==> src/rtl/tirq_pkg.sv <==
package tirq_pkg;
  localparam int unsigned ADR_STAT  = 0;
  localparam int unsigned ADR_EN    = 1;
  localparam int unsigned ADR_ROUTE = 2;
  localparam int unsigned ADR_OCFG  = 3;
  localparam int unsigned ADR_SCFG  = 4;

  typedef enum logic [1:0] {
    MFP_IRQ2 = 2'b00,
    MFP_T0   = 2'b01,
    MFP_OSCA = 2'b10,
    MFP_OSCB = 2'b11
  } mfp_sel_e;

  typedef struct packed {
    logic     t1_od;
    logic     mfp_od;
    logic     irq_od;
    logic     t1_pol;
    logic     mfp_pol;
    logic     irq_pol;
    mfp_sel_e sel;
  } ocfg_t;
endpackage

==> src/rtl/tirq_cfg_regs.sv <==
module tirq_cfg_regs
  import tirq_pkg::*;
#(
  parameter int N_EVT = 4,
  parameter int DW    = 8,
  parameter int AW    = 3
) (
  input  logic             clk,
  input  logic             rst_n,
  input  logic             wr_en,
  input  logic [AW-1:0]    addr,
  input  logic [DW-1:0]    wdata,
  output logic [N_EVT-1:0] en,
  output logic [N_EVT-1:0] route,
  output ocfg_t            ocfg,
  output logic             stby_irq_en
);
  localparam int OW = $bits(ocfg_t);

  always_ff @(posedge clk or negedge rst_n) begin
    if (!rst_n) begin
      en          <= '0;
      route       <= '0;
      ocfg        <= '0;
      stby_irq_en <= 1'b0;
    end else if (wr_en) begin
      if (addr == AW'(ADR_EN))    en          <= wdata[N_EVT-1:0];
      if (addr == AW'(ADR_ROUTE)) route       <= wdata[N_EVT-1:0];
      if (addr == AW'(ADR_OCFG))  ocfg        <= ocfg_t'(wdata[OW-1:0]);
      if (addr == AW'(ADR_SCFG))  stby_irq_en <= wdata[0];
    end
  end
endmodule

==> src/rtl/tirq_status.sv <==
module tirq_status #(
  parameter int N_EVT = 4
) (
  input  logic             clk,
  input  logic             rst_n,
  input  logic [N_EVT-1:0] evt,
  input  logic [N_EVT-1:0] clr,
  output logic [N_EVT-1:0] stat
);
  // New events override a same-cycle clear of the same bit.
  for (genvar i = 0; i < N_EVT; i++) begin : g_bit
    always_ff @(posedge clk or negedge rst_n) begin
      if (!rst_n)      stat[i] <= 1'b0;
      else if (evt[i]) stat[i] <= 1'b1;
      else if (clr[i]) stat[i] <= 1'b0;
    end
  end

  // an event is never lost, even under a clear
  a_r4_event_wins: assert property (@(posedge clk) disable iff (!rst_n)
    (|evt) |=> ((stat & $past(evt)) == $past(evt)));

  // a clear without an event empties the bit
  a_r3_clear_takes: assert property (@(posedge clk) disable iff (!rst_n)
    (|(clr & ~evt)) |=> ((stat & $past(clr & ~evt)) == '0));

  // a set bit drops only under a clear
  a_r2_sticky: assert property (@(posedge clk) disable iff (!rst_n)
    1'b1 |=> (($past(stat) & ~$past(clr) & ~stat) == '0));
endmodule

==> src/rtl/tirq_pin_mux.sv <==
module tirq_pin_mux
  import tirq_pkg::*;
#(
  parameter int N_EVT = 4
) (
  input  logic [N_EVT-1:0] stat,
  input  logic [N_EVT-1:0] en,
  input  logic [N_EVT-1:0] route,
  input  ocfg_t            ocfg,
  input  logic             stby_irq_en,
  input  logic             standby,
  input  logic             t0_out,
  input  logic             t1_out,
  input  logic             osc_i,
  output logic             pend,
  output logic             irq_o,
  output logic             mfp_o,
  output logic             t1_o,
  output logic             irq_od_o,
  output logic             mfp_od_o,
  output logic             t1_od_o
);
  logic [N_EVT-1:0] live, to_irq, to_mfp;
  logic             gate, irq_act, mfp_act;

  for (genvar i = 0; i < N_EVT; i++) begin : g_route
    assign live[i]   = stat[i] & en[i];
    assign to_irq[i] = live[i] & ~route[i];
    assign to_mfp[i] = live[i] &  route[i];
  end

  assign pend    = |live;
  assign gate    = ~standby | stby_irq_en;
  assign irq_act = (|to_irq) & gate;
  assign mfp_act = (|to_mfp) & gate;

  always_comb begin
    unique case (ocfg.sel)
      MFP_IRQ2:           mfp_o = mfp_act ^ ocfg.mfp_pol;
      MFP_T0:             mfp_o = t0_out  ^ ocfg.mfp_pol;
      MFP_OSCA, MFP_OSCB: mfp_o = osc_i;
      default:            mfp_o = 1'b0;
    endcase
  end

  assign irq_o    = irq_act ^ ocfg.irq_pol;
  assign t1_o     = t1_out  ^ ocfg.t1_pol;
  assign irq_od_o = ocfg.irq_od | standby;
  assign mfp_od_o = ocfg.mfp_od | standby;
  assign t1_od_o  = ocfg.t1_od  | standby;
endmodule

==> src/rtl/tirq_route_top.sv <==
module tirq_route_top
  import tirq_pkg::*;
#(
  parameter int N_EVT = 4,
  parameter int DW    = 8,
  parameter int AW    = 3
) (
  input  logic             clk,
  input  logic             rst_n,
  input  logic [N_EVT-1:0] evt,
  input  logic             wr_en,
  input  logic [AW-1:0]    addr,
  input  logic [DW-1:0]    wdata,
  output logic [DW-1:0]    rd_data,
  input  logic             standby,
  input  logic             t0_out,
  input  logic             t1_out,
  input  logic             osc_i,
  output logic             irq_o,
  output logic             mfp_o,
  output logic             t1_o,
  output logic             irq_od_o,
  output logic             mfp_od_o,
  output logic             t1_od_o
);
  localparam int OW    = $bits(ocfg_t);
  localparam int SPAD  = DW - N_EVT - 1;
  localparam int EPAD  = DW - N_EVT;
  localparam int OPAD  = DW - OW;

  logic [N_EVT-1:0] stat, en, route, clr;
  ocfg_t            ocfg;
  logic             stby_irq_en, pend;

  assign clr = (wr_en && addr == AW'(ADR_STAT)) ? wdata[N_EVT:1] : '0;

  tirq_cfg_regs #(.N_EVT(N_EVT), .DW(DW), .AW(AW)) u_cfg (
    .clk(clk), .rst_n(rst_n), .wr_en(wr_en), .addr(addr), .wdata(wdata),
    .en(en), .route(route), .ocfg(ocfg), .stby_irq_en(stby_irq_en)
  );

  tirq_status #(.N_EVT(N_EVT)) u_stat (
    .clk(clk), .rst_n(rst_n), .evt(evt), .clr(clr), .stat(stat)
  );

  tirq_pin_mux #(.N_EVT(N_EVT)) u_pins (
    .stat(stat), .en(en), .route(route), .ocfg(ocfg),
    .stby_irq_en(stby_irq_en), .standby(standby),
    .t0_out(t0_out), .t1_out(t1_out), .osc_i(osc_i),
    .pend(pend), .irq_o(irq_o), .mfp_o(mfp_o), .t1_o(t1_o),
    .irq_od_o(irq_od_o), .mfp_od_o(mfp_od_o), .t1_od_o(t1_od_o)
  );

  always_comb begin
    rd_data = '0;
    if      (addr == AW'(ADR_STAT))  rd_data = {{SPAD{1'b0}}, stat, pend};
    else if (addr == AW'(ADR_EN))    rd_data = {{EPAD{1'b0}}, en};
    else if (addr == AW'(ADR_ROUTE)) rd_data = {{EPAD{1'b0}}, route};
    else if (addr == AW'(ADR_OCFG))  rd_data = {{OPAD{1'b0}}, ocfg};
    else if (addr == AW'(ADR_SCFG))  rd_data = {{(DW-1){1'b0}}, stby_irq_en};
  end

  // standby without the standby-interrupt bit keeps the primary pin idle
  a_r11_standby_gate: assert property (@(posedge clk) disable iff (!rst_n)
    (standby && !stby_irq_en) |-> (irq_o == ocfg.irq_pol));

  // standby forces every pin to open-drain
  a_r10_standby_od: assert property (@(posedge clk) disable iff (!rst_n)
    standby |-> (irq_od_o && mfp_od_o && t1_od_o));

  // summary follows a status bit captured while enabled
  a_r5_summary: assert property (@(posedge clk) disable iff (!rst_n)
    (|(evt & en) && !wr_en) |=> rd_data[0] || addr != AW'(ADR_STAT));
endmodule

==> config.mk <==
export PLATFORM = sky130hd
export DESIGN_NAME = tirq_route_top
export DESIGN_NICKNAME = d
export VERILOG_FILES = /design/src/rtl/tirq_pkg.sv /design/src/rtl/tirq_cfg_regs.sv /design/src/rtl/tirq_status.sv /design/src/rtl/tirq_pin_mux.sv /design/src/rtl/tirq_route_top.sv
export SDC_FILE = /design/constraint.sdc
export NUM_CORES = 1
export LEC_CHECK = 0
export ABC_AREA = 1
export BUFFER_PORTS_ARGS = -buffer_cell sky130_fd_sc_hd__buf_4
export CORE_ASPECT_RATIO = 0.7
export CORE_MARGIN = 2
export CORE_UTILIZATION = 25
export CTS_CLUSTER_DIAMETER = 200
export DETAILED_ROUTE_END_ITERATION = 6
export SLEW_MARGIN = 20
export SYNTH_ARGS = -nofsm -noshare
export SYNTH_HDL_FRONTEND = slang
export SYNTH_HIERARCHICAL = 1
export SYNTH_SLANG_ARGS = --single-unit
==> constraint.sdc <==
create_clock -name clk -period 0.9 [get_ports clk]
set_input_delay 0 -clock clk [delete_from_list [all_inputs] [get_ports clk]]
set_output_delay 0 -clock clk [all_outputs]
set_load 0.01 [all_outputs]
# After elaboration in Yosys (flattened, before gate mapping)
# Index checks and enable logic that the tools add are counted.
[op_classes]
reduce_logical = 15
eq_ne = 7
n_mux = 15
bitwise = 27
[ops]
columns = ["op", "count"]
rows = [
  ["two-way mux 8 bit", 4],
  ["bitwise AND 1 bit", 14],
  ["OR reduction 4 bit", 3],
  ["two-way mux 1 bit", 9],
  ["AND reduction 2 bit", 4],
  ["nonzero test 2 bit", 4],
  ["== test 3 x 2 -> 1 bit (second input constant)", 2],
  ["NOT 1 bit", 5],
  ["== test 2 bit (second input constant)", 2],
  ["two-way mux 4 bit", 1],
  ["bitwise OR 1 bit", 4],
  ["XOR 1 bit", 4],
  ["== test 3 x 1 -> 1 bit (second input constant)", 1],
  ["== test 3 bit (second input constant)", 1],
  ["zero test 3 bit", 1],
  ["one-hot mux 1 bit (3 select lines)", 1],
  ["== test 2 x 1 -> 1 bit (second input constant)", 1],
  ["zero test 2 bit", 1],
  ["OR reduction 2 bit", 1],
  ["logical AND 1 bit", 1],
]
[word_totals]
in_bits = 22
word_cells = 78
register_bits = 21
output_inout_bits = 14

# Depth between registers and ports, before layout
[logic_depth]
word_depth = 6
mapped_depth = 9
depth_no_buf = 9

# Modules after synthesis
# The synthesis kept the hierarchy.
[modules_own_cells]
columns = ["module", "instances", "seq_area_each_um2", "cells_each", "area_per_inst_um2"]
rows = [
  ["tirq_cfg_regs", 1, 425.4, 84, 714.4],
  ["tirq_route_top", 1, 0.0, 55, 271.5],
  ["tirq_pin_mux", 1, 0.0, 37, 181.4],
  ["tirq_status", 1, 100.1, 20, 160.2],
]

# Worst setup path before layout
# OpenSTA, ideal clock, no wires.
[synth_path]
path_kind = "reg2out"
start = "register u_stat.stat[2]"
end = "output irq_o"
stages_incl_launch_ff = 7
setup_slack_ns = -0.041
arrival_time_ns = 0.941
required_time_ns = 0.900
n_path_buf = 0
path_cell_list = "dfrtp_1 > nand2_1 > o22ai_1 > or2_1 > nand2_1 > nand2_1 > nand2_1"
[synth_between]
elab_chain_cells = 5
[synth_lines]
columns = ["item", "line", "text"]
rows = [
  ["start, declared", "tirq_status.sv:8", "output logic [N_EVT-1:0] stat"],
  ["start signal, assigned by index", "tirq_status.sv:13", "if (!rst_n) stat[i] <= 1'b0;"],
  ["start signal, assigned by index", "tirq_status.sv:14", "else if (evt[i]) stat[i] <= 1'b1;"],
  ["start signal, assigned by index", "tirq_status.sv:15", "else if (clr[i]) stat[i] <= 1'b0;"],
  ["bitwise AND 1 bit", "tirq_pin_mux.sv:27", "assign live[i] = stat[i] & en[i];"],
  ["bitwise AND 1 bit", "tirq_pin_mux.sv:28", "assign to_irq[i] = live[i] & ~route[i];"],
  ["OR reduction 4 bit", "tirq_pin_mux.sv:34", "assign irq_act = (|to_irq) & gate;"],
  ["bitwise AND 1 bit", "tirq_pin_mux.sv:34", ""],
  ["XOR 1 bit", "tirq_pin_mux.sv:46", "assign irq_o = irq_act ^ ocfg.irq_pol;"],
  ["end, declared", "tirq_route_top.sv:19", "output logic irq_o,"],
]
# Every way passes these cells.

# Final worst setup path
[layout_path]
start = "register u_cfg.en[2]"
end = "output irq_o"
[layout_between]
elab_chain_cells = 5
[layout_lines]
columns = ["item", "line", "text"]
rows = [
  ["start, declared", "tirq_cfg_regs.sv:13", "output logic [N_EVT-1:0] en,"],
  ["start signal, assigned", "tirq_cfg_regs.sv:27", "if (addr == AW'(ADR_EN)) en <= wdata[N_EVT-1:0];"],
  ["bitwise AND 1 bit", "tirq_pin_mux.sv:27", ""],
  ["bitwise AND 1 bit", "tirq_pin_mux.sv:28", ""],
  ["OR reduction 4 bit", "tirq_pin_mux.sv:34", ""],
  ["bitwise AND 1 bit", "tirq_pin_mux.sv:34", ""],
  ["XOR 1 bit", "tirq_pin_mux.sv:46", ""],
]
# Every way passes these cells.

==> PnR_summary.wiki <==
{| class="wikitable"
! Metric !! Value
|-
| Mapped cell area || 1330 um^2
|-
| Slowest stage delay, CP || around 0.44 ns
|-
| Ordered cell list for the critical path || nand2_2 > o22ai_1 > or2_1 > nand3b_1 > nand2_2 > buf_6
|-
| Proportion of total power due to net switching || between 30% and 40%
|-
| Initial Util || between 20% and 30%
|-
| Number of diodes || 0
|-
| Final count of pins violating max slew || 0
|-
| Filler instances || around 560
|-
| Predominant post-synthesis flop cell || dfrtp_1
|-
| Failing checks || hold timing, setup timing
|-
| Worst vdd rail ir drop || 0.718 mV
|-
| Top cell type by total area after synthesis || dfrtp_1
|-
| Fraction of power consumed by combinational cells || 40.7%
|-
| Final GP Congestion || approximately 0.78
|-
| Maximum number of pins on one net before global-route repair || 22
|-
| Worst Path Required || approximately 0.90 ns
|-
| Synth top cells by count || 72 x nand2_1, 34 x nand3_1, 27 x inv_1
|-
| Cell at the root of the clock tree || clkbuf_8
|-
| Post-synthesis async set-or-reset flop share || 100%
|-
| Gr ovfl total || 0
|-
| Fin Hold WS || -0.000224 ns
|-
| Standard cell core area || approximately 5200 um^2
|-
| Type of the worst min-delay path || in -> reg
|-
| DPL Wire Length || between 3000 and 4000 um
|-
| Mean post-synth cell area || between 6 and 7 um^2
|-
| Via count of the first global-routing pass || 1426
|-
| Horiz. Die Dim || a little over 90 um
|-
| Transition time at the pin with the least slew margin || roughly 0.28 ns
|-
| Critical Path Source Type || flip-flop
|-
| Sequential group share of total power || 39.5%
|-
| Crit-path leading delay family || simple AND/OR/NAND/NOR gates
|-
| GRT Util Overall || between 10% and 20%
|-
| CTS H-tree lvls || 1
|-
| Area grow syn2layout || 66.3%
|-
| Pleak || approximately 1.2 nW
|-
| Count of input and output buffers || 35
|-
| Routed WL per cell || 12.0 um
|-
| Via count || between 1500 and 2000
|-
| Max Root-Sink Buffers || 2
|-
| Number of top-level pins || 36
|-
| Crit-path max FO || 4
|-
| Power density over cell area || between 1000 and 1500 nW/um^2
|-
| Initial antenna violation count || 0
|-
| Worst-case headroom to the max-slew limit || between 80% and 90%
|-
| Fin. Hold Viols || 1
|-
| Clock insertion delay at the later pin of the skew report || 0.26 ns
|-
| Period Utilization, post-route || 155%
|-
| Top cell by count, worst path || nand2_2
|-
| Crit end category || primary output
|-
| Library cells used by synthesis || 21
|-
| Floorplan die height || 65.0 um
|-
| Overall power || approximately 3.2 mW
|-
| Clk network pwr share || between 10% and 20%
|-
| Max-cap check violation count || 0
|-
| First-pass DRT Iterations || 4
|-
| Arrival @ worst endpoint || 1.39 ns
|-
| Number of clock sinks || 21
|-
| Fraction of layout instances using a drive strength above 1 || between 30% and 40%
|-
| Cell types with the largest area share after synthesis || dfrtp_1 40%, nand2_1 20%, nand3_1 13%
|-
| Total Die Area || ~6000 um^2
|-
| Seq cells post-synth || 21
|-
| Total number of nets in the final design || between 300 and 400
|-
| Number of enable flip-flop cells after synthesis || 0
|-
| Run status || complete, but fails checks
|-
| Worst setup skew after layout || 0 ns
|-
| Antenna Violating Nets Remaining || 0
|-
| Highest attainable clock frequency || 0.717 GHz
|-
| Number of standard cells after synthesis || approximately 200
|-
| Portion of the post-synthesis area used by sequential elements || 39.6%
|-
| CP Class || reg -> out
|-
| Detailed-route DRC error count || 0
|-
| Top-count cell post-synth || nand2_1
|-
| Post-DR vias/cell || roughly 4.4
|-
| Synth warn || 6
|-
| Synthesized Nets || 218
|-
| Final wirelength || between 4000 and 5000 um
|-
| Cell Int Power || between 2 and 2.5 mW
|-
| Number of failing setup endpoints in the final timing report || 14
|-
| Yosys top cell area share || around two fifths
|-
| Number of placement rows || 22
|-
| Number of buffers created by CTS || 3
|-
| Crit-path slowest cell || dfrtp_1
|-
| Unrepaired setup endpoints after global routing || true
|-
| Clock transition at the registers of the reported paths || ~0.080 ns
|-
| Switching power || 1.06 mW
|-
| Clock tree from TritonCTS || yes
|-
| Final critical-path setup slack || -0.494 ns
|-
| Final critical delay including setup and external delays || 1.39 ns
|-
| Number of DRC markers in iteration 0 || 93
|-
| Global-route wire length before repair || 6710 um
|-
| Number of buffers and inverters on the critical path || 1
|-
| Worst Setup Slack post-DPL || -0.232 ns
|}
worst min-delay path, delay by kind of cell:
family                 cells  cell delay (ns)
and+or+nand+nor            2             0.13
buffers and inverters      1             0.10
worst paths after layout:
check	from	endpoint	cells after the start	slack (ns)
max	u_cfg/en[2]	irq_o	6	-0.49
max reg2reg	u_stat/stat[0]	u_stat/stat[0]	5	-0.07
min in group asynchronous	rst_n	u_cfg/ocfg[5]	2	0.15
max in group asynchronous	rst_n	u_cfg/en[1]	2	0.50
min reg2reg	u_cfg/ocfg[6]	u_cfg/ocfg[6]	2	0.53
min	wdata[3]	u_cfg/ocfg[3]	3	-0.0002
flip-flops by register name, summed over array words and instances (netlist names):
name / count
u_cfg/ocfg: 8
u_cfg/en: 4
u_cfg/route: 4
u_stat/stat: 4
u_cfg/stby_irq_en: 1
cell type report:
cell class / count / area [um^2] / area share, %
flip-flops and latches: 21 / 529 / 24.0
multi-input cells: 143 / 721 / 32.7
clock buffers: 4 / 45.0 / 2.04
well taps: 72 / 90.1 / 4.08
inverters: 29 / 109 / 4.93
repair buffers: 83 / 713 / 32.3
routing by layer:
metal  wire length, um  global-route usage, %  vias to the layer above
met2              1840                   22.4                       37
met5                 0                      0                        -
met1              2130                   20.9                      724
met4                46                   4.73                        0
li1                  -                      -                      787
met3               208                   2.09                        4
timing repair:
item,in CTS,in global routing
buffers inserted,9,7
setup endpoints to repair,11,15
hold buffers,9,0
pin swaps,11,12
cloned,0,0
endpoints found under the hold margin,29,0
gates resized for setup,15,22
layout by cell type, fill, tap and decap left out, drive strengths merged:
| cell | instances |
|---|---|
| o22ai | 2 |
| nor3 | 1 |
| inv | 29 |
| buf | 74 |
| dfrtp | 21 |
| nand2 | 73 |
| o21ai | 2 |
| xor2 | 1 |
| dlygate4sd3 | 9 |
| nand3 | 35 |
| nand4 | 8 |
| clkbuf | 4 |
| nand3b | 1 |
| nor2 | 16 |
| or2 | 4 |
stage by stage:
| stage | std cells | instance area (um^2) | utilization (%) | hold slack, ns | setup TNS [ns] |
|---|---|---|---|---|---|
| 3_3_place_gp | 328 | 1870 | 36.1 | -0.0952 | -0.585 |
| 5_1_grt | 352 | 2210 | 42.6 | 0.00931 | -3.89 |
| 3_5_place_dp | 328 | 1870 | 36.1 | -0.0965 | -0.588 |
| 4_1_cts | 347 | 2110 | 40.7 | 0.00258 | -2.96 |
| 6_report | 352 | 2210 | 42.6 | -0.000224 | -3.13 |
| 2_1_floorplan | 196 | 1330 | - | -0.296 | -0.0345 |
cell families after synthesis:
group,Yosys count,synth area share (%)
buffers and inverters,32,10.2
DFF,21,39.6
xor gates and xnor gates,1,0.660
and+or+nand+nor,138,47.6
AOI/OAI and AO/OA,4,1.98
power by group through the flow:
stage	registers, mW	clock network, mW	logic, mW
after floorplan	1.21	0	0.512
after global placement	1.26	0	1.02
after detailed placement	1.26	0	1.03
after CTS	1.24	0.638	1.19
after global routing	1.28	0.690	1.43
final	1.26	0.632	1.30
Power figures use the tool's default switching activity.
